==> src/rtl/qv_pkg.sv <==
package qv_pkg;

  localparam int NUM_WORDS = 4;
  localparam int NUM_CMP   = 4;
  localparam int NUM_SETS  = 3;

  // Position of each quorum in the one-hot code; also its priority rank.
  typedef enum logic [1:0] {
    SET_PAIR_AB  = 2'd0,
    SET_TRI_ACD  = 2'd1,
    SET_TRI_BCD  = 2'd2
  } quorum_e;

  // Comparator slots: 0 = A:B, 1 = A:C, 2 = C:D, 3 = B:C
  function automatic int cmp_lhs(input int slot);
    case (slot)
      0: return 0;
      1: return 0;
      2: return 2;
      default: return 1;
    endcase
  endfunction

  function automatic int cmp_rhs(input int slot);
    case (slot)
      0: return 1;
      1: return 2;
      2: return 3;
      default: return 2;
    endcase
  endfunction

  // Quorum agreement from the comparator results, unprioritised.
  function automatic logic [NUM_SETS-1:0] quorum_raw(input logic [NUM_CMP-1:0] eq);
    logic [NUM_SETS-1:0] r;
    r[SET_PAIR_AB] = eq[0];
    r[SET_TRI_ACD] = eq[1] & eq[2];
    r[SET_TRI_BCD] = eq[3] & eq[2];
    return r;
  endfunction

  // Lowest set bit wins.
  function automatic logic [NUM_SETS-1:0] pick_first(input logic [NUM_SETS-1:0] raw);
    logic [NUM_SETS-1:0] r;
    r = '0;
    for (int i = NUM_SETS - 1; i >= 0; i--) begin
      if (raw[i]) r = NUM_SETS'(1) << i;
    end
    return r;
  endfunction

endpackage

==> src/rtl/qv_compare.sv <==
module qv_compare
  import qv_pkg::*;
#(
  parameter int DATA_W = 16
) (
  input  logic [NUM_WORDS-1:0][DATA_W-1:0] words,
  output logic [NUM_CMP-1:0]               eq
);

  for (genvar s = 0; s < NUM_CMP; s++) begin : g_cmp
    localparam int L = cmp_lhs(s);
    localparam int R = cmp_rhs(s);
    assign eq[s] = (words[L] == words[R]);
  end

endmodule

==> src/rtl/qv_decide.sv <==
module qv_decide
  import qv_pkg::*;
(
  input  logic [NUM_CMP-1:0]  eq,
  output logic [NUM_SETS-1:0] hit,
  output logic                sel_b,
  output logic                none
);

  logic [NUM_SETS-1:0] raw;

  always_comb begin
    raw   = quorum_raw(eq);
    hit   = pick_first(raw);
    none  = (raw == '0);
    sel_b = hit[SET_TRI_BCD];
  end

endmodule

==> src/rtl/qv_outreg.sv <==
module qv_outreg
  import qv_pkg::*;
#(
  parameter int DATA_W = 16
) (
  input  logic                clk,
  input  logic                rst_n,
  input  logic                load,
  input  logic [DATA_W-1:0]   word_d,
  input  logic                none_d,
  input  logic [NUM_SETS-1:0] hit_d,
  output logic                valid_q,
  output logic [DATA_W-1:0]   word_q,
  output logic                none_q,
  output logic [NUM_SETS-1:0] hit_q
);

  always_ff @(posedge clk or negedge rst_n) begin
    if (!rst_n) begin
      valid_q <= 1'b0;
      word_q  <= '0;
      none_q  <= 1'b0;
      hit_q   <= '0;
    end else begin
      valid_q <= load;
      if (load) begin
        word_q <= word_d;
        none_q <= none_d;
        hit_q  <= hit_d;
      end
    end
  end

endmodule

==> src/rtl/quorum_word_voter.sv <==
module quorum_word_voter
  import qv_pkg::*;
#(
  parameter int DATA_W = 16
) (
  input  logic              clk,
  input  logic              rst_n,
  input  logic              in_valid,
  input  logic [DATA_W-1:0] word_a,
  input  logic [DATA_W-1:0] word_b,
  input  logic [DATA_W-1:0] word_c,
  input  logic [DATA_W-1:0] word_d,
  output logic              out_valid,
  output logic [DATA_W-1:0] out_word,
  output logic              no_quorum,
  output logic [2:0]        quorum_hit
);

  logic [NUM_WORDS-1:0][DATA_W-1:0] words;
  logic [NUM_CMP-1:0]               cmp_eq;
  logic [NUM_SETS-1:0]              next_hit;
  logic                             next_sel_b;
  logic                             next_none;
  logic [DATA_W-1:0]                next_word;

  assign words = {word_d, word_c, word_b, word_a};

  qv_compare #(.DATA_W(DATA_W)) u_cmp (
    .words (words),
    .eq    (cmp_eq)
  );

  qv_decide u_dec (
    .eq    (cmp_eq),
    .hit   (next_hit),
    .sel_b (next_sel_b),
    .none  (next_none)
  );

  always_comb begin
    if (next_none)       next_word = '0;
    else if (next_sel_b) next_word = word_b;
    else                 next_word = word_a;
  end

  qv_outreg #(.DATA_W(DATA_W)) u_out (
    .clk     (clk),
    .rst_n   (rst_n),
    .load    (in_valid),
    .word_d  (next_word),
    .none_d  (next_none),
    .hit_d   (next_hit),
    .valid_q (out_valid),
    .word_q  (out_word),
    .none_q  (no_quorum),
    .hit_q   (quorum_hit)
  );

endmodule

==> config.mk <==
export PLATFORM = sky130hd
export DESIGN_NAME = quorum_word_voter
export DESIGN_NICKNAME = d
export VERILOG_FILES = /design/src/rtl/qv_pkg.sv /design/src/rtl/qv_compare.sv /design/src/rtl/qv_decide.sv /design/src/rtl/qv_outreg.sv /design/src/rtl/quorum_word_voter.sv
export SDC_FILE = /design/constraint.sdc
export NUM_CORES = 1
export LEC_CHECK = 0
export BUFFER_PORTS_ARGS = -buffer_cell sky130_fd_sc_hd__buf_2
export CAP_MARGIN = 10
export CELL_PAD_IN_SITES_DETAIL_PLACEMENT = 1
export CELL_PAD_IN_SITES_GLOBAL_PLACEMENT = 2
export CORE_UTILIZATION = 25
export DETAILED_ROUTE_END_ITERATION = 7
export PLACE_DENSITY = 0.81
export SYNTH_ARGS = -nofsm -noshare
export SYNTH_HDL_FRONTEND = slang
export SYNTH_HIERARCHICAL = 1
export SYNTH_SLANG_ARGS = --single-unit
==> constraint.sdc <==
create_clock -name clk -period 0.8 [get_ports clk]
set_input_delay 0.04 -clock clk [delete_from_list [all_inputs] [get_ports clk]]
set_output_delay 0.04 -clock clk [all_outputs]
set_load 0.005 [all_outputs]
==> tab_implementation.tex, run 1 <==
\begin{tabular}{lr}
\hline
Metric & Value \\
\hline
\multicolumn{2}{l}{\textbf{Synthesis}} \\
Area contributors post-synth & sky130\_fd\_sc\_hd\_\_xnor2\_1, sky130\_fd\_sc\_hd\_\_dfrtp\_1, sky130\_fd\_sc\_hd\_\_mux2\_4, sky130\_fd\_sc\_hd\_\_mux2i\_1, sky130\_fd\_sc\_hd\_\_nand4\_1 \\
Fraction of the mapped netlist area in simple logic gates & 11.8\% \\
Share of the synthesized area in the top cell type & 30.3\% \\
Total standard cell area after synthesis & 0.00185 mm2 \\
Xor/xnor cell area share of the yosys netlist & 30.3\% \\
Yosys warning count & 6 \\
Post-synthesis mux area share & 24.9\% \\
Sequential element share of the synthesized area & 28.4\% \\
Library cells used by synthesis & 16 \\
Number of flip-flops and latches in the synthesized netlist & 21 \\
Avg Inst Size Synth & 10.9 um2 \\
Largest family of logic cells by synthesized area & XOR/XNOR gates \\
Synth Area in Adders & 0\% \\
Cell type with the largest total area after synthesis & sky130\_fd\_sc\_hd\_\_xnor2\_1 \\
Net count after synthesis & 236 \\
Area fraction in compound gates after synthesis & 0.406\% \\
Cells after synthesis & 169 \\
\multicolumn{2}{l}{\textbf{STA}} \\
Clk\_skew & 0 ns \\
Max Fclk & 573 MHz \\
Slew at the pin closest to its max-slew limit & 0.469 ns \\
Tcrit/Tclk final & 218\% \\
Max-slew violation count & 0 \\
Aggregate negative setup slack & -17.01 ns \\
Setup repair after global routing missed its margin & yes \\
Hold Fails Final Rpt & 0 \\
Worst relative slew slack & 68.7\% \\
Final Critical Period & 1.75 ns \\
Crit path setup slack, layout & -0.946 ns \\
Count of final setup violators & 37 \\
\multicolumn{2}{l}{\textbf{Drt}} \\
Initial DRC count & 15 \\
Post-Route WL & 6040 um \\
Drc violations & 0 \\
Vias per cell & 4.46 \\
Number of routed nets with antenna violations & 0 \\
Routed length per instance & 15.9 um \\
Via Count & 1694 \\
Iteration count of the initial detailed-routing pass & 4 \\
\multicolumn{2}{l}{\textbf{Critical path}} \\
Max Fanout on Critical Path & 5 \\
Kind of end point of the critical path & flip-flop \\
Class of the most critical setup path & input pin to flip-flop \\
Worst path required time & 0.94 ns \\
Startpoint type of the worst setup path & input pin \\
Critical path arrival & 1.89 ns \\
\multicolumn{2}{l}{\textbf{Status}} \\
Violated checks & setup timing \\
Outcome & finished with violations \\
\multicolumn{2}{l}{\textbf{Placed design}} \\
Estimated wirelength of the detail-placed design & 4690 um \\
Instance area after placement & 0.00260 mm2 \\
Port Buffers & 87 \\
Weighted congestion reported at the end of routability-driven placement & 0.774 \\
Worst setup timing slack at the placement stage & -1.25 ns \\
\multicolumn{2}{l}{\textbf{Layout}} \\
Final net count & 352 \\
Total non-filler cell area in the finished layout & 0.00333 mm2 \\
Synth-to-layout area growth & 80.2\% \\
Number of filler instances in the final layout & 780 \\
Number of antenna repair diodes & 0 \\
Share of cells above drive strength 1 & 68.7\% \\
\multicolumn{2}{l}{\textbf{Die}} \\
Core box area & 0.00698 mm2 \\
Height of the chip & 88.0 um \\
Width of the die & 88.0 um \\
Number of rows created at floorplan & 30 \\
Full die area & 0.00774 mm2 \\
Number of top-level design ports & 88 \\
Starting Density & 26.5\% \\
\multicolumn{2}{l}{\textbf{Clock tree}} \\
Total clock buffers created by CTS & 3 \\
Number of clock sinks & 21 \\
Buffer cell driving the clock tree root & sky130\_fd\_sc\_hd\_\_clkbuf\_8 \\
Clock latency on the worst-skew pair & 0.25 ns \\
H-tree depth & 1 \\
Max clock buf depth & 2 \\
Clk slew on worst S/H paths & 0.07 ns \\
TritonCTS clock tree & done \\
\multicolumn{2}{l}{\textbf{Global routing}} \\
Wire length of the first global-routing pass & 9600 um \\
Initial antenna violation count & 0 \\
Overall track demand over capacity in global routing & 16.4\% \\
Maximum number of pins on one net before global-route repair & 22 \\
Via count of the first global-routing pass & 1943 \\
Overall overflow remaining after global route & 0 \\
\multicolumn{2}{l}{\textbf{Run}} \\
Count of maximum capacitance violations & 0 \\
\multicolumn{2}{l}{\textbf{Worst hold path}} \\
Hold WC Path Type & input pin to flip-flop \\
\multicolumn{2}{l}{\textbf{Pwr}} \\
Pwr per Cell Area & 871 mW/mm2 \\
Standby leakage power & 1.55 nW \\
Worst IR drop on VDD & 0.567 mV \\
\hline
\end{tabular}
==> synth_stat cells (all sizes together) <==
cell / n
and3b: 1
and4bb: 1
buf: 8
dfrtp: 21
mux2: 20
mux2i: 16
nand4: 16
nor2: 17
nor4: 4
o21a: 1
xnor2: 64
==> per-stage QoR <==
stage	std cells	hold slack, ns	util, %	total power [mW]
CTS	378	0.205	44.8	2.84
detailed placement	368	0.0253	37.3	1.93
finish	380	0.198	47.7	2.90
global route	380	0.222	47.7	3.05
floorplan	169	-0.256	-	1.49
global placement	368	0.0131	37.3	1.92
==> cell type report <==
class                           instances  area [um2]  share of cell area, %
Clock buffer                            4        45.0                   1.35
Multi-Input combinational cell        140        1630                   48.9
Sequential cell                        21         526                   15.8
Tap cell                               96         120                   3.60
Timing Repair Buffer                  119        1010                   30.4
==> placed cells by master, fill, tap and decap left out, drive strengths merged <==
| master | n |
|---|---|
| and3b | 1 |
| and4bb | 1 |
| buf | 116 |
| clkbuf | 5 |
| dfrtp | 21 |
| dlygate4sd3 | 2 |
| mux2 | 20 |
| mux2i | 16 |
| nand4 | 16 |
| nor2 | 17 |
| nor4 | 4 |
| o21a | 1 |
| xnor2 | 64 |
==> path summary, 6_finish.rpt <==
| kind | from | to | slack [ns] | depth (start not counted) |
|---|---|---|---|---|
| worst max-delay path | word_c[8] | u_out/word_q[15] | -0.95 | 9 |
| worst min-delay path | word_b[8] | u_out/word_q[8] | 0.20 | 4 |
| worst max register to register | u_out/hit_q[1] | u_out/hit_q[1] | -0.12 | 2 |
| worst min register to register | u_out/word_q[15] | u_out/word_q[15] | 0.51 | 1 |
| max in group asynchronous | rst_n | u_out/word_q[6] | 0.20 | 2 |
| min in group asynchronous | rst_n | u_out/hit_q[2] | 0.28 | 2 |
==> per-layer routing <==
layer | vias to the layer above | GRT usage, % | part of all wire [%]
met4 | 0 | 0.894 | 0.31
met5 | - | 0 | 0
li1 | 822 | - | -
met1 | 818 | 18.8 | 40
met3 | 2 | 3.11 | 4.8
met2 | 52 | 32.6 | 55
==> worst max-delay path, stage by stage <==
cell,delay [ns]
sky130_fd_sc_hd__buf_4,0.14
sky130_fd_sc_hd__xnor2_1,0.13
sky130_fd_sc_hd__nand4_1,0.14
sky130_fd_sc_hd__nor4_2,0.36
sky130_fd_sc_hd__and4bb_4,0.36
sky130_fd_sc_hd__buf_12,0.15
sky130_fd_sc_hd__mux2i_2,0.22
sky130_fd_sc_hd__nor2_1,0.07
sky130_fd_sc_hd__mux2_4,0.25
==> power by group <==
group / switching [mW] / internal (mW) / total (mW)
clock: 0.316 / 0.354 / 0.670
combinational: 0.471 / 0.696 / 1.17
sequential: 0.000535 / 1.06 / 1.06
==> cells by family (layout without fill, tap and decap cells) <==
| kind of cell | Yosys count | in the layout |
|---|---|---|
| buffers and inverters | 8 | 123 |
| XOR/XNOR | 64 | 64 |
| flip-flops | 21 | 21 |
| AO/OA/AOI/OAI | 1 | 1 |
| multiplexers | 36 | 36 |
| AND/OR/NAND/NOR | 39 | 39 |
==> what timing repair did <==
action | in CTS | in global routing
pin swaps | 14 | 28
hold endpoints to repair | 22 | 0
hold buffers | 2 | 0
buffers inserted | 4 | 1
endpoints found under the setup margin | 40 | 41
gates resized for setup | 89 | 39
gates cloned | 1 | 1
==> registers in the layout (all words and copies together) (netlist names) <==
register	cells
u_out/hit_q	3
u_out/none_q	1
u_out/valid_q	1
u_out/word_q	16
Power figures use the tool's default switching activity.
==> run 2: changes to the inputs <==
--- a/config.mk
+++ b/config.mk
@@ -9,9 +9,9 @@
 export CAP_MARGIN = 10
 export CELL_PAD_IN_SITES_DETAIL_PLACEMENT = 1
 export CELL_PAD_IN_SITES_GLOBAL_PLACEMENT = 2
-export CORE_UTILIZATION = 25
+export CORE_UTILIZATION = 30
 export DETAILED_ROUTE_END_ITERATION = 7
-export PLACE_DENSITY = 0.81
+export PLACE_DENSITY = 0.91
 export SYNTH_ARGS = -nofsm -noshare
 export SYNTH_HDL_FRONTEND = slang
 export SYNTH_HIERARCHICAL = 1
==> constraint.sdc (replaced) <==
create_clock -name clk -period 2.2 [get_ports clk]
set_input_delay 0.11 -clock clk [delete_from_list [all_inputs] [get_ports clk]]
set_output_delay 0.11 -clock clk [all_outputs]
set_load 0.005 [all_outputs]
==> run 2 against run 1 <==
Net effect:
- the run now ends clean
- non-clock buffer count fell by 28
- sequential cell count unchanged
- combinational power is 77% lower
- final area down 28%
- critical path type unchanged
- highest routed layer is now met3
==> tab_implementation.tex, run 2 (synthesis results as in run 1) <==
\begin{tabular}{lr}
\hline
Metric & Value \\
\hline
\multicolumn{2}{l}{\textbf{Die}} \\
Height of the chip & 80.5 um (was 88.0 um) \\
Starting Density & 31.2\% (was 26.5\%) \\
Core box area & 0.00592 mm2 (was 0.00698 mm2) \\
Width of the die & 80.5 um (was 88.0 um) \\
Number of top-level design ports & 88 (unchanged) \\
Full die area & 0.00648 mm2 (was 0.00774 mm2) \\
Number of rows created at floorplan & 28 (was 30) \\
\multicolumn{2}{l}{\textbf{Layout}} \\
Largest registers ranked by flip-flop count & u\_out/word\_q x16, u\_out/hit\_q x3 (unchanged) \\
Number of cells in the finished layout apart from fillers & 331 (was 380) \\
Flip-flop count of the largest register after layout & 16 (unchanged) \\
Commonest non-fill, non-tap cell in the layout & sky130\_fd\_sc\_hd\_\_buf\_2 (unchanged) \\
Number of antenna repair diodes & 0 (unchanged) \\
Number of filler instances in the final layout & 727 (was 780) \\
Footprint of the multi-input gates & 0.00125 mm2 (was 0.00163 mm2) \\
Synth-to-layout area growth & 29.3\% (was 80.2\%) \\
Share of cells above drive strength 1 & 45.3\% (was 68.7\%) \\
Register bank with the most flops & u\_out/word\_q (unchanged) \\
Sequential cell area & 526 um2 (unchanged) \\
Final net count & 324 (was 352) \\
Leading cell types in the layout, fill and taps excluded & sky130\_fd\_sc\_hd\_\_buf\_2, sky130\_fd\_sc\_hd\_\_xnor2\_1, sky130\_fd\_sc\_hd\_\_dfrtp\_1 (was sky130\_fd\_sc\_hd\_\_buf\_2, sky130\_fd\_sc\_hd\_\_xnor2\_2, sky130\_fd\_sc\_hd\_\_buf\_6) \\
\multicolumn{2}{l}{\textbf{Global routing}} \\
Maximum number of pins on one net before global-route repair & 22 (unchanged) \\
Overall track demand over capacity in global routing & 15.9\% (was 16.4\%) \\
Overall overflow remaining after global route & 0 (unchanged) \\
Wire length of the first global-routing pass & 7850 um (was 9600 um) \\
Via count of the first global-routing pass & 1608 (was 1943) \\
Initial antenna violation count & 0 (unchanged) \\
\multicolumn{2}{l}{\textbf{Drt}} \\
Number of routed nets with antenna violations & 0 (unchanged) \\
Initial DRC count & 40 (was 15) \\
Drc violations & 0 (unchanged) \\
Post-Route WL & 4980 um (was 6040 um) \\
Iteration count of the initial detailed-routing pass & 4 (unchanged) \\
Routed length per instance & 15.0 um (was 15.9 um) \\
Vias per cell & 4.61 (was 4.46) \\
Via Count & 1525 (was 1694) \\
\multicolumn{2}{l}{\textbf{STA}} \\
Worst relative slew slack & 34.8\% (was 68.7\%) \\
Hold Fails Final Rpt & 0 (unchanged) \\
Max Fclk & 513 MHz \\
Slew at the pin closest to its max-slew limit & 0.975 ns (was 0.469 ns) \\
Tcrit/Tclk final & 88.5\% \\
Final Critical Period & 1.95 ns \\
Count of final setup violators & 0 (was 37) \\
Setup repair after global routing missed its margin & no (was yes) \\
Crit path setup slack, layout & 0.252 ns (was -0.946 ns) \\
Clk\_skew & 0 ns (unchanged) \\
Max-slew violation count & 0 (unchanged) \\
\multicolumn{2}{l}{\textbf{Critical path}} \\
Critical path arrival & 2.09 ns (was 1.89 ns) \\
Class of the most critical setup path & input pin to flip-flop (unchanged) \\
Worst path required time & 2.34 ns (was 0.94 ns) \\
Max Fanout on Critical Path & 17 (was 5) \\
Kind of end point of the critical path & flip-flop (unchanged) \\
Startpoint type of the worst setup path & input pin (unchanged) \\
\multicolumn{2}{l}{\textbf{Pwr}} \\
Worst IR drop on VDD & 0.196 mV (was 0.567 mV) \\
Standby leakage power & 1.06 nW (was 1.55 nW) \\
Pwr per Cell Area & 376 mW/mm2 (was 871 mW/mm2) \\
\multicolumn{2}{l}{\textbf{Placed design}} \\
Weighted congestion reported at the end of routability-driven placement & 0.780 (was 0.774) \\
Estimated wirelength of the detail-placed design & 4270 um (was 4690 um) \\
\# placed instances & 326 (was 368) \\
Port Buffers & 87 (unchanged) \\
Worst setup timing slack at the placement stage & -0.0561 ns (was -1.25 ns) \\
\multicolumn{2}{l}{\textbf{Clock tree}} \\
Clk slew on worst S/H paths & 0.07 ns (about the same) \\
Clock latency on the worst-skew pair & 0.25 ns (about the same) \\
Number of clock sinks & 21 (unchanged) \\
Max clock buf depth & 2 (unchanged) \\
Buffer cell driving the clock tree root & sky130\_fd\_sc\_hd\_\_clkbuf\_8 (unchanged) \\
H-tree depth & 1 (unchanged) \\
TritonCTS clock tree & done (unchanged) \\
Total clock buffers created by CTS & 3 (unchanged) \\
Number of buffers inserted to repair setup after CTS & 0 (was 4) \\
\multicolumn{2}{l}{\textbf{Status}} \\
Outcome & finished clean (was finished with violations) \\
\multicolumn{2}{l}{\textbf{Run}} \\
Count of maximum capacitance violations & 0 (unchanged) \\
\multicolumn{2}{l}{\textbf{Worst hold path}} \\
Hold WC Path Type & input pin to flip-flop (unchanged) \\
\hline
\end{tabular}
[run 2: cell count changes in the layout (fill, tap and decap cells not counted), moves of 6 or more]
cell / delta
sky130_fd_sc_hd__buf_6: -33
sky130_fd_sc_hd__xnor2_2: -40
sky130_fd_sc_hd__buf_2: +38
sky130_fd_sc_hd__xnor2_1: +40
sky130_fd_sc_hd__buf_4: -23
sky130_fd_sc_hd__mux2i_1: +6
[run 2: per-layer routing]
layer / GRT usage, % / share of wire, % / routed length, um
met1: 18.9 / 42 / 2100
met2: 30.1 / 52 / 2580
met3: 3.07 / 5.9 / 295
met4: 1.43 / 0 / 0
met5: 0 / 0 / 0
[run 2: worst paths after layout]
path	end	cells past startpoint	slack, ns	from
worst max-delay path	u_out/word_q[11]	9	0.25	word_c[6]
worst min-delay path	u_out/word_q[13]	4	0.29	word_a[13]
worst max register to register	u_out/hit_q[0]	1	1.41	u_out/hit_q[0]
worst min register to register	u_out/word_q[5]	1	0.51	u_out/word_q[5]
max in group asynchronous	u_out/word_q[11]	2	1.55	rst_n
min in group asynchronous	u_out/word_q[2]	2	0.34	rst_n
[run 2: critical path: stages]
cell and delay [ns]:
sky130_fd_sc_hd__buf_2 0.13, sky130_fd_sc_hd__xnor2_1 0.17, sky130_fd_sc_hd__nand4_1 0.16, sky130_fd_sc_hd__nor4_2 0.40
sky130_fd_sc_hd__and4bb_2 0.32, sky130_fd_sc_hd__buf_12 0.18, sky130_fd_sc_hd__mux2i_1 0.26, sky130_fd_sc_hd__nor2_1 0.07
sky130_fd_sc_hd__mux2_4 0.29
[run 2: layout make-up]
class | count | share of cell area (%)
multi-input combinational | 140 | 52.1
sequential | 21 | 22.0
timing repair buffer | 91 | 20.1
tap | 75 | 3.92
clock buffer | 4 | 1.88
[run 2: metrics by stage]
step	total power [mW]	utilization (%)	instance area (um2)	setup TNS, ns	hold slack (ns)
finish	0.899	40.4	2390	0	0.293
global route	0.951	40.4	2390	0	0.291
CTS	0.915	40.4	2390	0	0.290
detailed placement	0.664	39.5	2340	-0.233	0.0915
global placement	0.659	39.5	2340	0	0.0915
floorplan	0.533	-	1850	0	-0.186
[run 2: power breakdown]
group / switching, mW / total, mW / internal, mW
logic: 0.130 / 0.268 / 0.139
clock network: 0.115 / 0.244 / 0.129
registers: 0.000171 / 0.387 / 0.387
total: 0.245 / 0.899 / 0.654
[run 2: repair_timing]
action                                 CTS  global route
endpoints found under the hold margin   21             0
resized for setup                        0             0
hold buffers                             1             0
